`src/rtl/sbdec_pkg.sv`:
```
`timescale 1ns/1ps
package sbdec_pkg;
  localparam int          MARK_W   = 32;
  localparam logic [31:0] MARK_PAT = 32'hDEADBEEF;

  typedef enum logic {
    ST_IDLE = 1'b0,
    ST_DATA = 1'b1
  } sbdec_state_e;
endpackage

```
`src/rtl/sbdec_marker_detect.sv`:
```
`timescale 1ns/1ps
module sbdec_marker_detect
  import sbdec_pkg::*;
#(
  parameter int KEEP_W = 8
) (
  input  logic [MARK_W-1:0] mark_bits,
  input  logic [KEEP_W:0]   field_bits,
  output logic              is_mark,
  output logic              fld_last,
  output logic [KEEP_W-1:0] fld_keep
);
  // Upper word compare against the fixed escape pattern.
  assign is_mark  = (mark_bits == MARK_PAT);
  // Field unpack: bit 0 end flag, next KEEP_W bits byte enables.
  assign fld_last = field_bits[0];
  assign fld_keep = field_bits[KEEP_W:1];
endmodule

```
`src/rtl/sbdec_seq.sv`:
```
`timescale 1ns/1ps
module sbdec_seq
  import sbdec_pkg::*;
(
  input  logic         clk,
  input  logic         rst_n,
  input  logic         s_valid,
  input  logic         is_mark,
  input  logic         m_ready,
  output logic         s_ready,
  output logic         m_valid,
  output logic         load_fields,
  output sbdec_state_e state
);
  sbdec_state_e state_nxt;
  logic         state_en;

  // Next-state and flow-control logic.
  always_comb begin
    state_nxt   = state;
    load_fields = 1'b0;
    m_valid     = s_valid;
    s_ready     = m_ready;
    case (state)
      ST_IDLE: begin
        if (is_mark) begin
          m_valid = 1'b0;
          s_ready = 1'b1;
          if (s_valid) begin
            load_fields = 1'b1;
            state_nxt   = ST_DATA;
          end
        end
      end
      ST_DATA: begin
        if (s_valid && m_ready) begin
          state_nxt = ST_IDLE;
        end
      end
      default: state_nxt = ST_IDLE;
    endcase
  end

  assign state_en = (state_nxt != state);

  // State register.
  always_ff @(posedge clk or negedge rst_n) begin
    if (!rst_n) begin
      state <= ST_IDLE;
    end else if (state_en) begin
      state <= state_nxt;
    end
  end

  AST_MARK_ABSORBED: assert property (@(posedge clk) disable iff (!rst_n)
    (state == ST_IDLE && s_valid && is_mark) |-> (s_ready && !m_valid));

  AST_MARK_TO_DATA: assert property (@(posedge clk) disable iff (!rst_n)
    (state == ST_IDLE && s_valid && is_mark) |=> (state == ST_DATA));

  AST_PAYLOAD_NOT_ABSORBED: assert property (@(posedge clk) disable iff (!rst_n)
    (state == ST_DATA && s_valid) |-> m_valid);

  AST_DATA_HOLDS: assert property (@(posedge clk) disable iff (!rst_n)
    (state == ST_DATA && !(m_valid && m_ready)) |=> (state == ST_DATA));
endmodule

```
`src/rtl/sbdec_side_reg.sv`:
```
`timescale 1ns/1ps
module sbdec_side_reg #(
  parameter int KEEP_W = 8
) (
  input  logic              clk,
  input  logic              rst_n,
  input  logic              load,
  input  logic              last_in,
  input  logic [KEEP_W-1:0] keep_in,
  output logic              last_q,
  output logic [KEEP_W-1:0] keep_q
);
  logic              last_d;
  logic [KEEP_W-1:0] keep_d;

  // Keep bits matter only with the end flag; drop them otherwise.
  always_comb begin
    last_d = last_in;
    keep_d = last_in ? keep_in : '0;
  end

  always_ff @(posedge clk or negedge rst_n) begin
    if (!rst_n) begin
      last_q <= 1'b0;
      keep_q <= '0;
    end else if (load) begin
      last_q <= last_d;
      keep_q <= keep_d;
    end
  end

  AST_FIELDS_STABLE: assert property (@(posedge clk) disable iff (!rst_n)
    !load |=> ($stable(last_q) && $stable(keep_q)));
endmodule

```
`src/rtl/stream_sideband_decoder.sv`:
```
`timescale 1ns/1ps
module stream_sideband_decoder
  import sbdec_pkg::*;
#(
  parameter int DATA_W = 64,
  parameter int KEEP_W = DATA_W / 8
) (
  input  logic              clk,
  input  logic              rst_n,
  input  logic [DATA_W-1:0] s_tdata,
  input  logic              s_tvalid,
  output logic              s_tready,
  output logic [DATA_W-1:0] m_tdata,
  output logic [KEEP_W-1:0] m_tkeep,
  output logic              m_tlast,
  output logic              m_tvalid,
  input  logic              m_tready
);
  localparam int MIN_W = MARK_W + KEEP_W + 1;

  if (DATA_W < MIN_W) begin : g_width_check
    $error("stream_sideband_decoder: DATA_W too small for marker, keep and last");
  end

  logic              is_mark;
  logic              fld_last;
  logic [KEEP_W-1:0] fld_keep;
  logic              load_fields;
  logic              last_q;
  logic [KEEP_W-1:0] keep_q;
  sbdec_state_e      state;
  logic              pend;

  sbdec_marker_detect #(.KEEP_W(KEEP_W)) u_detect (
    .mark_bits  (s_tdata[DATA_W-1 -: MARK_W]),
    .field_bits (s_tdata[KEEP_W:0]),
    .is_mark    (is_mark),
    .fld_last   (fld_last),
    .fld_keep   (fld_keep)
  );

  sbdec_seq u_seq (
    .clk         (clk),
    .rst_n       (rst_n),
    .s_valid     (s_tvalid),
    .is_mark     (is_mark),
    .m_ready     (m_tready),
    .s_ready     (s_tready),
    .m_valid     (m_tvalid),
    .load_fields (load_fields),
    .state       (state)
  );

  sbdec_side_reg #(.KEEP_W(KEEP_W)) u_side (
    .clk     (clk),
    .rst_n   (rst_n),
    .load    (load_fields),
    .last_in (fld_last),
    .keep_in (fld_keep),
    .last_q  (last_q),
    .keep_q  (keep_q)
  );

  // Output assembly: data passes straight; sideband only while pending.
  assign pend = (state == ST_DATA);

  always_comb begin
    m_tdata = s_tdata;
    m_tlast = pend & last_q;
    m_tkeep = (pend & last_q) ? keep_q : '0;
  end

  AST_KEEP_MASKED: assert property (@(posedge clk) disable iff (!rst_n)
    !m_tlast |-> (m_tkeep == '0));

  AST_IDLE_NO_SIDEBAND: assert property (@(posedge clk) disable iff (!rst_n)
    (state == ST_IDLE && m_tvalid) |-> (!m_tlast && m_tkeep == '0));

  AST_DATA_UNCHANGED: assert property (@(posedge clk) disable iff (!rst_n)
    m_tvalid |-> (m_tdata == s_tdata));
endmodule

```
`config.mk`:
```
export PLATFORM = sky130hd
export DESIGN_NAME = stream_sideband_decoder
export DESIGN_NICKNAME = d
export VERILOG_FILES = /design/src/rtl/sbdec_pkg.sv /design/src/rtl/sbdec_marker_detect.sv /design/src/rtl/sbdec_seq.sv /design/src/rtl/sbdec_side_reg.sv /design/src/rtl/stream_sideband_decoder.sv
export SDC_FILE = /design/constraint.sdc
export NUM_CORES = 1
export LEC_CHECK = 0
export BUFFER_PORTS_ARGS = -buffer_cell sky130_fd_sc_hd__buf_2
export CORE_UTILIZATION = 34
export CTS_CLUSTER_DIAMETER = 80
export DETAILED_ROUTE_END_ITERATION = 10
export PLACE_DENSITY = 0.95
export SLEW_MARGIN = 20
export SYNTH_ARGS = -nofsm -noshare
export SYNTH_HDL_FRONTEND = slang
export SYNTH_SLANG_ARGS = --single-unit
```
`constraint.sdc`:
```
create_clock -name clk -period 4.14 [get_ports clk]
set_clock_uncertainty 0.05 [all_clocks]
set_input_delay 1.035 -clock clk [delete_from_list [all_inputs] [get_ports clk]]
set_output_delay 1.035 -clock clk [all_outputs]
set_load 0.01 [all_outputs]
```
* Word-level counts from Yosys, hierarchy flattened
Cells that the tools add are included.
Widths: inputs -> output; s select.
** Word-level totals
- Flip-flop bits (word level) :: 10
- Bits of input ports :: 68
- Output and inout port bits :: 75
- Logic and storage cells :: 19
** Operators by class
- Equal/unequal tests :: 2
- Muxes and demuxes :: 11
- Bitwise logic cells :: 2
- Reductions and logical operators :: 1
** Operators by type and width (count)
- $eq 32x32->1 const B :: 1
- $mux 8 :: 2
- $mux 1 :: 8
- $pmux 1 s2 :: 1
- $and 1x1->1 :: 1
- $logic_and 1x1->1 :: 1
- $ne 1x1->1 :: 1
- $not 1->1 :: 1

* Longest topological paths before layout
Gate-level depths: netlist of run 1.
- Word-level depth :: 4
- Gate-level depth with buffers :: 5
- Mapped depth without buffers :: 4

* By module
From an unflattened synthesis of run 1, not the netlist that was laid out.
** Second synthesis, totals
- Cells, all modules :: 138
- Area, all modules :: 1197.4 um^2
** By module, submodules not included
- stream_sideband_decoder :: instances 1, cells each 73, area each 538.0 um^2, seq. area each 0.0 um^2
- sbdec_side_reg :: instances 1, cells each 37, area each 429.2 um^2, seq. area each 225.2 um^2
- sbdec_marker_detect :: instances 1, cells each 20, area each 160.2 um^2, seq. area each 0.0 um^2
- sbdec_seq :: instances 1, cells each 8, area each 70.1 um^2, seq. area each 25.0 um^2

* Least setup slack after synthesis of run 1
Ideal clock, no wire load.
- Kind :: input-to-output
- Start :: input s_tdata[46]
- End :: output m_tvalid
- Data arrival time :: 1.819 ns
- Data required time :: 3.055 ns
- Setup slack :: 1.236 ns
- Cell stages on the path :: 4
- Buffers on the path :: 0
- Cell sequence :: nand4b_1 nor4_2 nand4_1 and2_1
** Between the ends
- Word-level cells in the longest chain between the ends :: 3
** Ends and longest elaborated chain
- start, declared :: RTL line stream_sideband_decoder.sv:10 : input logic [DATA_W-1:0] s_tdata,
- $eq 32x32->1 :: RTL line sbdec_marker_detect.sv:14 : assign is_mark = (mark_bits == MARK_PAT);
- $mux 1 :: RTL line sbdec_seq.sv:26 : if (is_mark) begin
- $mux 1 :: RTL line sbdec_seq.sv:24 : case (state)
- end, declared :: RTL line stream_sideband_decoder.sv:16 : output logic m_tvalid,
Every way passes these cells.

* Final worst setup path of run 1
Same ends and word-level chain as after synthesis.

==> metrics.md, run 1 <==
| Metric | Value |
|---|---|
| Outcome | finished, final reports clean |
| Adder-cell area share of the yosys netlist | 0 |
| Sw Share | 0.276 |
| Share of layout cells above drive strength 1 | 0.616 |
| Initial antenna violation count | 0 |
| Flops & latches, synth | 10 |
| Synthesized Nets | 200 |
| Worst r2r src | u_seq.state |
| Sw power | 0.0625 mW |
| Synth Area in Compound Gates | 0 |
| First-pass GRT wire length | 3410 microns |
| PostCTS Resize Cnt | 0 |
| Post-synthesis xor/xnor area fraction | 0 |
| Vias per cell | 4.29 |
| Root Buffer Master | clkbuf_4 |
| Core footprint | 3050 sq um |
| Pwr dens | 196 nW/um^2 |
| Cell variety after synth | 18 |
| Vias | 892 |
| Worst setup EP type | output pin |
| Hold Buf Count CTS | 0 |
| VDD IR max | 0.0000668 V |
| Fin. Hold Viols | 0 |
| Worst-path fanout max | 2 |
| CTS tree | built |
| Hold Crit Class | flop to flop |
| Pre-Repair DR Iteration Count | 6 |
| Gate Count Post-Synth | between 100 and 150 |
| Core Util, Final | 0.379 |
| Chip height | 58.8 microns |
| Data required time at the worst endpoint | 3.05 ns |
| Commonest cells after routing, fill and taps aside | 96 x buf_2, 12 x nand2_1, 10 x dfrtp_1 |
| Antenna-violating nets left | 0 |
| I/O Buffers | 96 |
| Sequential power share | 0.432 |
| Routed len/inst | ~11 microns |
| Peak Freq | 0.315 GHz |
| Cell Area, Synth | around 1100 sq um |
| CP arrival | 2.09 ns |
| Simple-Gate Fraction of Synth Area | 0.204 |
| Clock transition at path regs | around 0.060 ns |
| H-Tree Depth | 1 |
| Worst-skew pair later-pin latency | 0.25 ns |
| Mux cell area share after synthesis | 0.0866 |
| Die area | 3460 sq um |
| Post-CTS Setup Bufs | 0 |
| Reported max-cap violation count | 0 |
| Fin crit share | 0.767 |
| DRC | 0 |
| FP Rows | 20 |
| RSZ-0062 raised after global routing | no |
| CP most frequent cell | buf_2 |
| Final net count | roughly 230 |
| Pin count of the biggest net entering global routing | 12 |
| ANT cells | 0 |
| Synth Area per Inst | 8.32 sq um |
| Sink Count | 10 |
| Most common cell after layout, fill and taps aside | buf_2 |
| Worst path cell trace | buf_2 -> nand4b_1 -> nor4_2 -> nand4_1 -> and2_1 -> buf_2 |
| Post-Route WL | roughly 2300 microns |
| Die W | 58.8 microns |
| Max clock buf depth | 2 |
| Critical path startpoint category | primary input |
| Layout area overhead | 5.35% |
| Lkg Pwr | 0.775 nW |
| P_int | 0.164 mW |
| Post-DP HPWL | 2070 microns |
| Rel. slew slack | 0.555 |
| Setup TNS | 0 ns |
| Grt ovf | 0 |
| First DRT Iteration DRCs | 17 |
| WS Path Type | primary input to output pin |
| Clock share of power | 0.273 |
| Least-Margin Pin Slew | ~0.67 ns |
| YS warnings | 0 |
| Slowest stage cell on the critical path | nor4_2 |
| Crit-path max cell delay | between 0.3 and 0.4 ns |
| Share of the yosys chip area belonging to registers | 0.228 |
| Logic pwr share | 0.295 |
| Main combinational cell family by area after synthesis | buffers and inverters |
| GRT Total Usage | 0.129 |
| Slew Viols, Final | 0 |
| Final setup viols | 0 |
| Final Wtd Congestion | 0.646 |
| Crit path from | s_tdata[46] |
| TritonCTS buffer count | 3 |
| Fill count | roughly 330 |
| Hold Startpoint | u_side.keep_q[4] |
| Vias in the first global route | 813 |
| Initial Utilization | 0.360 |
| Ports | approximately 140 |
| Min cycle time layout | 3.18 ns |
## per-stage QoR
stage | total power, mW | area, sq um | instances | worst slack (ns) | hold slack [ns]
4_1_cts | 0.230 | 1160 | 208 | 0.942 | 0.467
6_report | 0.226 | 1160 | 208 | 0.964 | 0.462
5_1_grt | 0.241 | 1160 | 208 | 0.841 | 0.487
2_1_floorplan | 0.171 | 1100 | 132 | 1.24 | 0.442
3_3_place_gp | 0.166 | 1130 | 205 | 0.976 | 0.452
3_5_place_dp | 0.167 | 1130 | 205 | 0.946 | 0.457
## cells in the mapped netlist
library cell  count  area share
nor4_1            1      0.0057
nor4_2            1       0.011
buf_4            64        0.44
buf_6             1       0.010
buf_1             1      0.0034
inv_1             8       0.027
nand2b_1          2       0.011
nand2_1          12       0.041
nand4_1           3       0.017
and3_1            8       0.046
dfrtp_1          10        0.23
nand4bb_1         1       0.010
clkbuf_1          1      0.0034
nor2_1            3       0.010
mux2_4            1       0.014
mux2i_1           8       0.073
and2_1            2       0.011
nand4b_1          5       0.040
## worst max-delay path, delay by kind of cell
| kind | cells | cell delay, ns |
|---|---|---|
| buffers and inverters | 2 | 0.23 |
| AND/OR/NAND/NOR | 4 | 0.81 |
## power groups by stage
stage | clock (mW) | sequential (mW) | combinational [mW]
2_1_floorplan | 0 | 0.0996 | 0.0713
3_3_place_gp | 0 | 0.0995 | 0.0665
3_5_place_dp | 0 | 0.0995 | 0.0677
4_1_cts | 0.0641 | 0.0977 | 0.0678
5_1_grt | 0.0699 | 0.0976 | 0.0734
6_report | 0.0617 | 0.0978 | 0.0668
## layer usage
metal,vias to the layer above,GRT usage,share of wire
met4,0,0.0578,0.018
met5,-,0,0
met1,394,0.122,0.35
met3,10,0.0330,0.091
li1,428,-,-
met2,60,0.256,0.54
## registers in the layout, summed over array words and instances (netlist names)
signal,cells
u_side.keep_q,8
u_seq.state,1
u_side.last_q,1
## final cells by class
class                      count  area [sq um]  area share
multi-input combinational     47           319       0.276
inverter                       8          30.0      0.0259
timing repair buffer          96           480       0.415
sequential                    10           250       0.216
tap                           44          55.1      0.0476
clock buffer                   3          22.5      0.0195
## final timing paths
check,endpoint,slack [ns],cells after the start
min reg2reg,u_side.keep_q[4],0.46,2
max in group asynchronous,u_side.keep_q[6],3.28,1
max reg2reg,u_side.last_q,1.89,4
max,m_tvalid,0.96,6
min,u_side.keep_q[4],0.46,2
min in group asynchronous,u_seq.state,0.57,1
## cell families after synthesis
kind of cell / Yosys count
buffers and inverters: 75
DFF: 10
muxes: 9
and+or+nand+nor: 38
Note: power is estimated with default switching activity, not from simulation.
==> inputs of run 2 (changes only) <==
CORE_UTILIZATION = 29   (was 34)
PLACE_DENSITY = 0.88   (was 0.95)
clock period = 2.6 ns   (was 4.14 ns; I/O delays follow)
==> metrics.md, run 2 (synthesis gave the netlist of run 1 again) <==
| Metric | Value |
|---|---|
| Lkg Pwr | 0.792 nW (+2.2%) |
| VDD IR max | 0.000102 V (+53%) |
| Sw Share | 0.255 (-0.0211) |
| Final Wtd Congestion | 0.722 (+12%) |
| Data required time at the worst endpoint | 1.90 ns (-1.15 ns) |
| Sink Count | 10 (unchanged) |
| Initial Utilization | 0.317 (-0.0431) |
| Pre-Repair DR Iteration Count | 4 (-2) |
| Largest regs | u_side.keep_q x8, u_seq.state x1, u_side.last_q x1 |
| Chip height | 63.5 microns (+8.0%) |
| Post-CTS Setup Bufs | 0 (unchanged) |
| CTS tree | built |
| Logic pwr share | 0.254 (-0.041) |
| CP arrival | 1.74 ns (-0.35 ns) |
| Commonest cells after routing, fill and taps aside | 96 x buf_2, 12 x nand2_1, 10 x dfrtp_1 |
| Power, Total | 0.415 mW (+83%) |
| WS Path Type | primary input to output pin |
| Final setup viols | 0 (unchanged) |
| Core footprint | 3470 sq um (+14%) |
| Register-to-Register Setup Slack | 0.98 ns (-0.91 ns) |
| Core Util, Final | 0.344 (-0.0349) |
| Outcome | finished, final reports clean |
| Root Buffer Master | clkbuf_8 |
| Vias in the first global route | 875 (+7.6%) |
| P_int | 0.309 mW (+89%) |
| Fin crit share | 0.939 |
| Post-Route WL | 2290 microns (-2.6%) |
| Peak Freq | 0.409 GHz |
| First DRT Iteration DRCs | 21 (+4) |
| Hold Buf Count CTS | 0 (unchanged) |
| Worst-skew pair later-pin latency | 0.23 ns (-0.02 ns) |
| Initial antenna violation count | 0 (unchanged) |
| Final net count | 236 (+0.85%) |
| Top reg by flops | u_side.keep_q |
| PostCTS Resize Cnt | 0 (unchanged) |
| Sequential power share | 0.377 (-0.055) |
| Post-DP HPWL | 1990 microns (-3.9%) |
| Ports | 143 (unchanged) |
| ANT cells | 0 (unchanged) |
| Clock share of power | 0.369 (+0.096) |
| Pwr dens | 348 nW/um^2 (+78%) |
| FP Rows | 21 (+5.0%) |
| I/O Buffers | 96 (unchanged) |
| Die W | 63.5 microns (+8.0%) |
| Fin. Hold Viols | 0 (unchanged) |
| RSZ-0062 raised after global routing | no |
| Share of layout cells above drive strength 1 | 0.620 (+0.00463) |
| Grt ovf | 0 (unchanged) |
| Vias per cell | 4.27 (-0.46%) |
| Cell count after placement | 209 (+2.0%) |
| Hold Crit Class | primary input to async pin |
| Routed len/inst | 10.8 microns (-4.5%) |
| Min cycle time layout | 2.44 ns |
| Die area | 4040 sq um (+17%) |
| GRT Total Usage | 0.111 (-0.0181) |
| First-pass GRT wire length | 3510 microns (+3.1%) |
| Final std cells w/o fill | 212 (+1.9%) |
| Layout area overhead | 8.66% |
| Most common cell after layout, fill and taps aside | buf_2 |
| H-Tree Depth | 1 (unchanged) |
| Critical path startpoint category | primary input |
| Hold Slack | 0.218 ns (-0.244 ns) |
| Clock transition at path regs | 0.05 ns (about the same) |
| Max clock buf depth | 2 (unchanged) |
| Slew Viols, Final | 0 (unchanged) |
| Worst setup EP type | output pin |
| Rel. slew slack | 0.803 (+0.248) |
| Worst-path fanout max | 2 (unchanged) |
| Antenna-violating nets left | 0 (unchanged) |
| Sw power | 0.106 mW (+69%) |
| Max reg flops | 8 (unchanged) |
| DRC | 0 (unchanged) |
| Setup TNS | 0 ns (unchanged) |
| Reported max-cap violation count | 0 (unchanged) |
| Least-Margin Pin Slew | 0.294 ns (-0.372 ns) |
| Vias | 905 (+1.5%) |
| TritonCTS buffer count | 3 (unchanged) |
| Pin count of the biggest net entering global routing | 11 (-1) |
## run 2: layout make-up
cell class              instances  area, sq um
well taps                      46         57.6
inverters                       8         30.0
fillers                       379         2270
clock buffers                   3         41.3
flip-flops and latches         10          250
repair buffers                 98          495
multi-input cells              47          319
## run 2: per-layer routing
| layer | wire length (microns) | track usage | up-vias |
|---|---|---|---|
| met5 | 0 | 0 | - |
| met1 | 844 | 0.112 | 410 |
| met3 | 185 | 0.0254 | 10 |
| li1 | - | - | 434 |
| met4 | 50 | 0.0653 | 0 |
| met2 | 1200 | 0.206 | 51 |
## run 2: power groups by stage
stage	Sequential (mW)	Clock, mW	Combinational (mW)
2_1_floorplan	0.159	0	0.114
3_3_place_gp	0.158	0	0.106
3_5_place_dp	0.158	0	0.107
4_1_cts	0.156	0.158	0.107
5_1_grt	0.156	0.164	0.116
6_report	0.156	0.153	0.106
## run 2: critical path, cell delays in order
cell and delay (ns):
buf_2 0.10, nand4b_1 0.17, nor4_2 0.36, nand4_1 0.15, and2_1 0.18, buf_2 0.13
## run 2: through the flow
step	area, sq um	setup WS, ns
after floorplan	1100	0.466
after global placement	1150	0.181
after detailed placement	1150	0.150
after CTS	1190	0.149
after global routing	1190	0.0881
final	1190	0.158
## run 2: worst paths after layout
kind / startpoint / to / cells after the start
min: rst_n / u_side.keep_q[1] / 1
min in group clk: u_side.keep_q[7] / u_side.keep_q[7] / 2
max: s_tdata[46] / m_tvalid / 6
min reg2reg: u_side.keep_q[7] / u_side.keep_q[7] / 2
max reg2reg: u_seq.state / u_side.keep_q[0] / 5
max in group asynchronous: rst_n / u_side.keep_q[6] / 1
==> inputs of run 3 (changes only) <==
PLACE_DENSITY = 0.74   (was 0.88)
==> metrics.md, run 3 (synthesis gave the netlist of run 1 again) <==
| Metric | Value |
|---|---|
| Root Buffer Master | clkbuf_8 |
| Core footprint | 3470 sq um (unchanged) |
| Clock transition at path regs | 0.05 ns (about the same) |
| Peak Freq | 0.408 GHz (-0.46%) |
| Critical path startpoint category | primary input |
| Reg2Reg Depth | 5 (unchanged) |
| Final setup viols | 0 (unchanged) |
| PostCTS Resize Cnt | 0 (unchanged) |
| FP Rows | 21 (unchanged) |
| Antenna-violating nets left | 0 (unchanged) |
| Slowest stage cell on the critical path | nor4_4 |
| Worst setup EP type | output pin |
| H-Tree Depth | 1 (unchanged) |
| Hold Buf Count CTS | 0 (unchanged) |
| Die area | 4040 sq um (unchanged) |
| Max clock buf depth | 2 (unchanged) |
| Commonest cells after routing, fill and taps aside | 96 x buf_2, 12 x nand2_1, 10 x dfrtp_1 |
| Lkg Pwr | 0.806 nW (+1.8%) |
| Worst-path fanout max | 2 (unchanged) |
| Final Wtd Congestion | 0.756 (+4.7%) |
| Crit-path max cell delay | 0.34 ns (-0.02 ns) |
| Max reg flops | 8 (unchanged) |
| Routed len/inst | 10.6 microns (-1.4%) |
| Pre-Repair DR Iteration Count | 4 (unchanged) |
| Worst r2r src | u_seq.state |
| Min cycle time layout | 2.45 ns (+0.0112 ns) |
| Initial antenna violation count | 0 (unchanged) |
| First-pass GRT wire length | 3580 microns (+2.0%) |
| Fin. Hold Viols | 0 (unchanged) |
| Rel. slew slack | 0.799 (-0.00356) |
| Layout area overhead | 10.0% |
| Least-Margin Pin Slew | 0.301 ns (+0.00778 ns) |
| Reg-to-Reg End | u_side.keep_q[2] |
| CP most frequent cell | buf_2 |
| VDD IR max | 0.000140 V (+38%) |
| Top reg by flops | u_side.keep_q |
| Post-CTS Setup Bufs | 0 (unchanged) |
| WS Path Type | primary input to output pin |
| Setup TNS | 0 ns (unchanged) |
| Slew Viols, Final | 0 (unchanged) |
| Most common cell after layout, fill and taps aside | buf_2 |
| Share of layout cells above drive strength 1 | 0.620 (unchanged) |
| DRC | 0 (unchanged) |
| Register-to-Register Setup Slack | 0.81 ns (-0.17 ns) |
| Outcome | finished, final reports clean |
| Worst path cell trace | buf_2 -> nand4b_1 -> nor4_4 -> nand4_1 -> and2_1 -> buf_2 |
| Largest regs | u_side.keep_q x8, u_seq.state x1, u_side.last_q x1 |
| Post-DP HPWL | 1910 microns (-3.8%) |
| CP arrival | 1.75 ns (about the same) |
| CTS tree | built |
| Pwr dens | 377 nW/um^2 (+8.3%) |
| Worst-skew pair later-pin latency | 0.23 ns (about the same) |
| Die W | 63.5 microns (unchanged) |
| Initial Utilization | 0.317 (unchanged) |
| Vias | 887 (-2.0%) |
| Data required time at the worst endpoint | 1.90 ns (about the same) |
| ANT cells | 0 (unchanged) |
| Cell family with most CP delay | simple AND/OR/NAND/NOR gates |
| GRT Total Usage | 0.111 (-0.000421) |
| Final net count | 235 (-0.42%) |
| Vias per cell | 4.18 (-2.0%) |
| Hold Crit Class | primary input to async pin |
| TritonCTS buffer count | 3 (unchanged) |
| Grt ovf | 0 (unchanged) |
| I/O Buffers | 96 (unchanged) |
| Power, Total | 0.455 mW (+9.7%) |
| Fin crit share | 0.944 (+0.00431) |
| Ports | 143 (unchanged) |
| Vias in the first global route | 881 (+0.69%) |
| First DRT Iteration DRCs | 23 (+9.5%) |
| Pin count of the biggest net entering global routing | 12 (+1) |
| Reported max-cap violation count | 0 (unchanged) |
| RSZ-0062 raised after global routing | no |
| Worst Path Buf+Inv | 2 (unchanged) |
| Post-Route WL | 2250 microns (-1.4%) |
| Sink Count | 10 (unchanged) |
| Chip height | 63.5 microns (unchanged) |
==> run 3: cell types whose count changed in the layout (fill, tap and decap cells not counted), sizes merged <==
cell,before,now
buf,98,97
clkbuf,3,4
==> run 3: power by group <==
group	switching, mW	total (mW)	internal, mW
combinational	0.0534	0.105	0.0521
clock	0.0606	0.194	0.133
sequential	0.00000000123	0.156	0.156
total	0.114	0.455	0.341
==> run 3: worst max path at each step <==
stage                     depth (start not counted)       end  slack, ns   startpoint
after floorplan                                   4  m_tvalid       0.47  s_tdata[46]
after global placement                            6  m_tvalid       0.19  s_tdata[46]
after detailed placement                          6  m_tvalid       0.13  s_tdata[46]
after CTS                                         5  m_tvalid       0.12  u_seq.state
after global routing                              5  m_tvalid       0.03  u_seq.state
final                                             6  m_tvalid       0.15  s_tdata[46]
==> run 3: worst register-to-register path, delay by kind of cell, from the launching register on <==
family	cells	cell delay [ns]
simple gates	3	0.78
buf+inv	1	0.23
flops	1	0.48
mux	1	0.13
==> run 3: through the flow <==
step	instances	hold slack, ns	instance area (sq um)	utilization	setup WS [ns]
2_1_floorplan	132	0.304	1100	-	0.466
3_3_place_gp	208	0.451	1140	0.330	0.193
3_5_place_dp	208	0.458	1140	0.330	0.128
4_1_cts	212	0.219	1200	0.346	0.117
5_1_grt	212	0.228	1210	0.348	0.0347
6_report	212	0.212	1210	0.348	0.147
==> run 3: layout make-up <==
class | instances | area [sq um]
clock buffer | 4 | 55.1
fill | 378 | 2260
inverter | 8 | 30.0
multi-input combinational | 47 | 328
sequential | 10 | 250
tap | 46 | 57.6
timing repair buffer | 97 | 488
==> run 3: per-layer routing <==
metal / routed length, microns / vias up / global-route usage
li1: - / 429 / -
met1: 799 / 401 / 0.108
met2: 1210 / 51 / 0.210
met3: 214 / 6 / 0.0290
met4: 25 / 0 / 0.0568
met5: 0 / - / 0
